## src/rtl/wrlvlPkg.sv

```systemverilog
package wrlvlPkg;

  typedef enum logic [2:0] {
    ST_IDLE,
    ST_MRS_ENTER,
    ST_WAIT_MRS,
    ST_STROBE,
    ST_WAIT_RESP,
    ST_MRS_EXIT,
    ST_DONE,
    ST_ERROR
  } seqStateT;

  typedef struct packed {
    logic latchCfg;
    logic loadWait;
    logic loadPeriod;
    logic incStrobe;
    logic clrStrobe;
    logic setEnable;
    logic clrEnable;
    logic setBypass;
    logic clrBypass;
    logic issueEnter;
    logic issueExit;
  } ctlStrobesT;

endpackage

```

## src/rtl/wrlvlDatapath.sv

```systemverilog
module wrlvlDatapath
  import wrlvlPkg::*;
#(
  parameter int ADDR_W        = 14,
  parameter int BANK_W        = 3,
  parameter int WL_BIT        = 7,
  parameter int MRS_WAIT      = 16,
  parameter int STROBE_PERIOD = 8,
  parameter int MAX_STROBES   = 64
) (
  input  logic              clk,
  input  logic              rstN,
  input  ctlStrobesT        ctl,
  input  logic [1:0]        memSel,
  output logic              cntZero,
  output logic              lastStrobe,
  output logic              cmdValid,
  output logic [ADDR_W-1:0] cmdAddr,
  output logic [BANK_W-1:0] cmdBank,
  output logic              lvlEnable,
  output logic              bypassed
);

  localparam int CNT_MAX = (MRS_WAIT > STROBE_PERIOD) ? MRS_WAIT : STROBE_PERIOD;
  localparam int CNT_W   = $clog2(CNT_MAX + 1);
  localparam int SCNT_W  = $clog2(MAX_STROBES + 1);
  localparam logic [BANK_W-1:0] BANK_MR1 = BANK_W'(1);
  localparam logic [BANK_W-1:0] BANK_MR2 = BANK_W'(2);

  logic [CNT_W-1:0]  cnt;
  logic [SCNT_W-1:0] strobeCnt;
  logic              useMr2;
  logic              enableQ;
  logic              bypassQ;

  // shared down-counter: settle wait after a command, gap between strobes
  always_ff @(posedge clk or negedge rstN) begin
    if (!rstN)              cnt <= '0;
    else if (ctl.loadWait)  cnt <= CNT_W'(MRS_WAIT - 1);
    else if (ctl.loadPeriod) cnt <= CNT_W'(STROBE_PERIOD - 2);
    else if (cnt != '0)     cnt <= cnt - 1'b1;
  end
  assign cntZero = (cnt == '0);

  always_ff @(posedge clk or negedge rstN) begin
    if (!rstN)              strobeCnt <= '0;
    else if (ctl.clrStrobe) strobeCnt <= '0;
    else if (ctl.incStrobe) strobeCnt <= strobeCnt + 1'b1;
  end
  assign lastStrobe = (strobeCnt == SCNT_W'(MAX_STROBES));

  always_ff @(posedge clk or negedge rstN) begin
    if (!rstN) useMr2 <= 1'b0;
    else if (ctl.latchCfg) begin
      case (memSel)
        2'b00, 2'b01: useMr2 <= 1'b0;
        default:      useMr2 <= 1'b1;
      endcase
    end
  end

  always_ff @(posedge clk or negedge rstN) begin
    if (!rstN)              enableQ <= 1'b0;
    else if (ctl.setEnable) enableQ <= 1'b1;
    else if (ctl.clrEnable) enableQ <= 1'b0;
  end

  always_ff @(posedge clk or negedge rstN) begin
    if (!rstN)              bypassQ <= 1'b0;
    else if (ctl.setBypass) bypassQ <= 1'b1;
    else if (ctl.clrBypass) bypassQ <= 1'b0;
  end

  always_comb begin
    cmdValid = ctl.issueEnter | ctl.issueExit;
    cmdAddr  = ctl.issueEnter ? (ADDR_W'(1) << WL_BIT) : '0;
    cmdBank  = cmdValid ? (useMr2 ? BANK_MR2 : BANK_MR1) : '0;
  end

  assign lvlEnable = enableQ;
  assign bypassed  = bypassQ;

endmodule

```

## src/rtl/wrlvlCtrl.sv

```systemverilog
module wrlvlCtrl
  import wrlvlPkg::*;
(
  input  logic       clk,
  input  logic       rstN,
  input  logic       startPulse,
  input  logic       fastSim,
  input  logic       phyResp,
  input  logic       cntZero,
  input  logic       lastStrobe,
  output ctlStrobesT ctl,
  output logic       lvlStrobe,
  output logic       done,
  output logic       error
);

  seqStateT state, stateNext;
  logic     exitPhase, exitPhaseNext;

  always_ff @(posedge clk or negedge rstN) begin
    if (!rstN) begin
      state     <= ST_IDLE;
      exitPhase <= 1'b0;
    end else begin
      state     <= stateNext;
      exitPhase <= exitPhaseNext;
    end
  end

  always_comb begin
    stateNext     = state;
    exitPhaseNext = exitPhase;
    ctl           = '0;
    unique case (state)
      ST_IDLE, ST_DONE, ST_ERROR: begin
        if (startPulse) begin
          ctl.latchCfg  = 1'b1;
          ctl.clrStrobe = 1'b1;
          if (fastSim) begin
            ctl.setBypass = 1'b1;
            stateNext     = ST_DONE;
          end else begin
            ctl.clrBypass = 1'b1;
            stateNext     = ST_MRS_ENTER;
          end
        end
      end
      ST_MRS_ENTER: begin
        ctl.issueEnter = 1'b1;
        ctl.loadWait   = 1'b1;
        exitPhaseNext  = 1'b0;
        stateNext      = ST_WAIT_MRS;
      end
      ST_WAIT_MRS: begin
        if (cntZero) begin
          if (exitPhase) begin
            ctl.clrEnable = 1'b1;
            stateNext     = ST_DONE;
          end else begin
            ctl.setEnable = 1'b1;
            stateNext     = ST_STROBE;
          end
        end
      end
      ST_STROBE: begin
        ctl.incStrobe  = 1'b1;
        ctl.loadPeriod = 1'b1;
        stateNext      = ST_WAIT_RESP;
      end
      ST_WAIT_RESP: begin
        if (phyResp) begin
          stateNext = ST_MRS_EXIT;
        end else if (cntZero) begin
          if (lastStrobe) begin
            ctl.clrEnable = 1'b1;
            stateNext     = ST_ERROR;
          end else begin
            stateNext = ST_STROBE;
          end
        end
      end
      ST_MRS_EXIT: begin
        ctl.issueExit = 1'b1;
        ctl.loadWait  = 1'b1;
        exitPhaseNext = 1'b1;
        stateNext     = ST_WAIT_MRS;
      end
      default: stateNext = ST_IDLE;
    endcase
  end

  assign lvlStrobe = (state == ST_STROBE);
  assign done      = (state == ST_DONE);
  assign error     = (state == ST_ERROR);

endmodule

```

## src/rtl/wrlvlSeq.sv

```systemverilog
module wrlvlSeq
  import wrlvlPkg::*;
#(
  parameter int ADDR_W        = 14,
  parameter int BANK_W        = 3,
  parameter int WL_BIT        = 7,
  parameter int MRS_WAIT      = 16,
  parameter int STROBE_PERIOD = 8,
  parameter int MAX_STROBES   = 64
) (
  input  logic              clk,
  input  logic              rstN,
  input  logic              startPulse,
  input  logic [1:0]        memSel,
  input  logic              fastSim,
  input  logic              phyResp,
  output logic              cmdValid,
  output logic [ADDR_W-1:0] cmdAddr,
  output logic [BANK_W-1:0] cmdBank,
  output logic              lvlEnable,
  output logic              lvlStrobe,
  output logic              done,
  output logic              error,
  output logic              bypassed
);

  ctlStrobesT ctl;
  logic       cntZero;
  logic       lastStrobe;

  wrlvlCtrl u_ctrl (
    .clk        (clk),
    .rstN       (rstN),
    .startPulse (startPulse),
    .fastSim    (fastSim),
    .phyResp    (phyResp),
    .cntZero    (cntZero),
    .lastStrobe (lastStrobe),
    .ctl        (ctl),
    .lvlStrobe  (lvlStrobe),
    .done       (done),
    .error      (error)
  );

  wrlvlDatapath #(
    .ADDR_W        (ADDR_W),
    .BANK_W        (BANK_W),
    .WL_BIT        (WL_BIT),
    .MRS_WAIT      (MRS_WAIT),
    .STROBE_PERIOD (STROBE_PERIOD),
    .MAX_STROBES   (MAX_STROBES)
  ) u_dp (
    .clk        (clk),
    .rstN       (rstN),
    .ctl        (ctl),
    .memSel     (memSel),
    .cntZero    (cntZero),
    .lastStrobe (lastStrobe),
    .cmdValid   (cmdValid),
    .cmdAddr    (cmdAddr),
    .cmdBank    (cmdBank),
    .lvlEnable  (lvlEnable),
    .bypassed   (bypassed)
  );

endmodule

```

## config.mk

```make
export PLATFORM = sky130hd
export DESIGN_NAME = wrlvlSeq
export DESIGN_NICKNAME = d
export VERILOG_FILES = /design/src/rtl/wrlvlPkg.sv /design/src/rtl/wrlvlDatapath.sv /design/src/rtl/wrlvlCtrl.sv /design/src/rtl/wrlvlSeq.sv
export SDC_FILE = /design/constraint.sdc
export NUM_CORES = 1
export LEC_CHECK = 0
export BUFFER_PORTS_ARGS = -buffer_cell sky130_fd_sc_hd__buf_2
export CAP_MARGIN = 20
export CORE_MARGIN = 2
export CORE_UTILIZATION = 35
export DETAILED_ROUTE_END_ITERATION = 6
export GPL_ROUTABILITY_DRIVEN = 0
export SLEW_MARGIN = 5
export SYNTH_ARGS = -nofsm -noshare
export SYNTH_HDL_FRONTEND = slang
export SYNTH_SLANG_ARGS = --single-unit
```

## constraint.sdc

```tcl
create_clock -name clk -period 1.9 [get_ports clk]
set_input_delay 0.095 -clock clk [delete_from_list [all_inputs] [get_ports clk]]
set_output_delay 0.095 -clock clk [all_outputs]
set_load 0.01 [all_outputs]
```

==> impl_metrics.ini <==
[clock_network]
clk_path_buf_depth = 2
cts_sinks = 19
ctsRootBufferMaster = clkbuf_4
worstSkewPairLatency_ns = 0.30
cts_made_buffers = 3
cts_resized = 0
h-tree-depth = 1
cts_setup_buffers = 0
tritoncts = yes
path_clk_slew_ns = 0.11

[global_routing]
grt-ovfl-total = 0
grt_max_degree = 20
grt_pass1_vias = 883
antenna_found_initial = 0
grt_pass1_wl_mm = 4.06
track_usage_pct = 12.5

[floorplan]
fp.coreArea_sq_um = 3390
die_y_um = 63.9
die_w_um = 63.9
rows = 21
start_util_pct = 37.0
dieArea_sq_um = 4080
ios = 30

[detailed_routing]
drc = 0
drtIter0Drc = 37
drtAntennaViolNets = 0
wire_per_inst_um = 12.5
first_pass_iters = 4
vias = 941
vias_per_cell = 4.83
routed_wl_mm = 2.43

[min_path]
hold_end = u_dp.useMr2
hp-class = primary input to flip-flop
hold_depth = 2
hold_start = memSel[1]

[synth]
synth_top_area_share_pct = 37.9
synth_top_cell_by_area = dfrtp_1
yosysMostFrequentCell = dfrtp_1
ys_seq_elements = 19
synth.avg_cell_area_sq_um = 9.50
synthArstFlopShare_pct = 100
synth_edf_count = 0
synth_warnings = 0
ys_types = 47
synth-main-ff-cell = dfrtp_1
synth_common_cells = dfrtp_1 (19), buf_4 (15), nor2_1 (13)
synthCells = 132
synth_seq_area_share_pct = 37.9
synth.top_cells.by_area = dfrtp_1 (38%), buf_4 (9.0%), nor2_1 (3.9%)
synth_area_sq_um = 1250

[timing]
skew_ns = 0.00491
setup_tns_ns = 0
setup_viol = 0
setup_ws_ns = 0.113
max_freq_ghz = 0.560
maxSlewViolCount = 0
fin_crit_sh_pct = 94.1
finalHoldViolCount = 0
period_minus_slack_ns = 1.79
rsz0062_at_grt = false

[flow_run]
cap_violations = 0

[critical_path]
crit_arrival_ns = 1.99
path_class = flip-flop to flip-flop
critPathMaxFanout = 4
cp-start-kind = flip-flop
endpoint_kind = flip-flop
ff2ff_path_depth = 6
reg2reg_from = u_dp.strobeCnt[0]
cp.required_ns = 2.10
r2r_slack_ns = 0.11
startpoint = u_dp.strobeCnt[0]
r2r_end = u_dp.lvlEnable

[power_and_ir_drop]
total_power_mw = 1.83
p_int_mw = 1.05
switching_share_pct = 42.2
ir_worst_vdd_mv = 0.536
power_switching_mw = 0.771
powerDensity_nw_per_um2 = 1340
comb_power_share_pct = 49.3
power.leakage_nw = 0.632
seqPwrFrac_pct = 39.3
clkPwrFrac_pct = 11.4

[run_status]
status = finished, final reports clean

[layout]
final_cell_area_sq_um = 1370
syn_to_final_growth_pct = 8.88
fin_nets = 160
drive_gt1_share_pct = 22.1
num_antenna_cells = 0
fin_cells = 195

[placement]
placed_area_sq_um = 1330
post-place-ws_ns = 0.162
hpwl_mm = 1.85
portBuffers = 14
dp_cells = 190
## per-stage QoR
step           hold slack (ns)  util (%)
2_1_floorplan           -0.201         -
3_3_place_gp            0.0606      39.2
3_5_place_dp            0.0600      39.2
4_1_cts                 0.0125      40.3
5_1_grt                0.00630      40.3
6_report                0.0239      40.3
## kinds of logic (layout without fill, tap and decap cells)
| family | count (synthesis) | after routing | share of synthesized area [%] |
|---|---|---|---|
| buffers and inverters | 25 | 29 | 12.7 |
| XOR/XNOR | 6 | 6 | 4.19 |
| other | 1 | 14 | 0.299 |
| AO/OA/AOI/OAI | 25 | 25 | 14.3 |
| AND/OR/NAND/NOR | 48 | 48 | 22.7 |
| flip-flops | 19 | 19 | 37.9 |
| adder cells (fa/ha/maj) | 3 | 3 | 2.99 |
| multiplexers | 5 | 5 | 4.99 |
## registers in the layout, indices dropped and copies added (netlist names)
signal,count
u_dp.lvlEnable,1
u_ctrl.state,3
u_ctrl.exitPhase,1
u_dp.cnt,5
u_dp.strobeCnt,7
u_dp.useMr2,1
u_dp.bypassed,1
## layer usage
metal | routed length (um) | track usage, % | vias to the layer above
met3 | 150 | 3.52 | 0
met4 | 0 | 2.45 | 0
li1 | - | - | 467
met5 | 0 | 0 | -
met2 | 1110 | 19.1 | 32
met1 | 1180 | 17.7 | 442
## placed cells by master (no fill, tap or decap), types with 4 or more instances in the layout
cell type	synthesis	routed
o21ai_0	5	5
nor3_1	4	4
nor2_1	13	13
a21oi_1	7	7
nand2_1	10	10
buf_2	1	14
dfrtp_1	19	19
inv_1	5	5
xnor2_1	5	5
buf_4	15	5
conb_1	1	14
## timing repair
item                                   CTS  global route
setup endpoints to repair                0             0
hold buffers                             1             0
endpoints found under the hold margin   19             0
## layout make-up
cell class              instances  area, sq um
multi-input cells             101          668
repair buffers                 20          118
well taps                      46         57.6
inverters                       5         18.8
flip-flops and latches         19          475
fillers                       335         2020
clock buffers                   3         22.5
clock inverters                 1         5.00
## critical path: stages (launching register included)
cell and delay [ns]:
dfrtp_1 0.44, inv_1 0.09, ha_1 0.14, or4bb_1 0.39, nor3_1 0.30, nand2b_1 0.10
a31o_1 0.22
## power by group through the flow
stage	Sequential (mW)	Clock (mW)	Combinational, mW
detailed placement	0.722	0	0.901
global route	0.741	0.234	1.00
CTS	0.717	0.218	0.904
global placement	0.715	0	0.876
finish	0.717	0.208	0.901
floorplan	0.657	0	0.739
## worst max-delay path by stage
stage                 endpoint  slack, ns  depth (start not counted)
5_1_grt         u_dp.lvlEnable      0.005                          6
3_3_place_gp    u_dp.lvlEnable       0.20                          6
3_5_place_dp    u_dp.lvlEnable       0.16                          6
2_1_floorplan  u_ctrl.state[2]       0.34                          5
6_report        u_dp.lvlEnable       0.11                          6
4_1_cts         u_dp.lvlEnable       0.12                          6
Note: power is estimated with default switching activity, not from simulation.
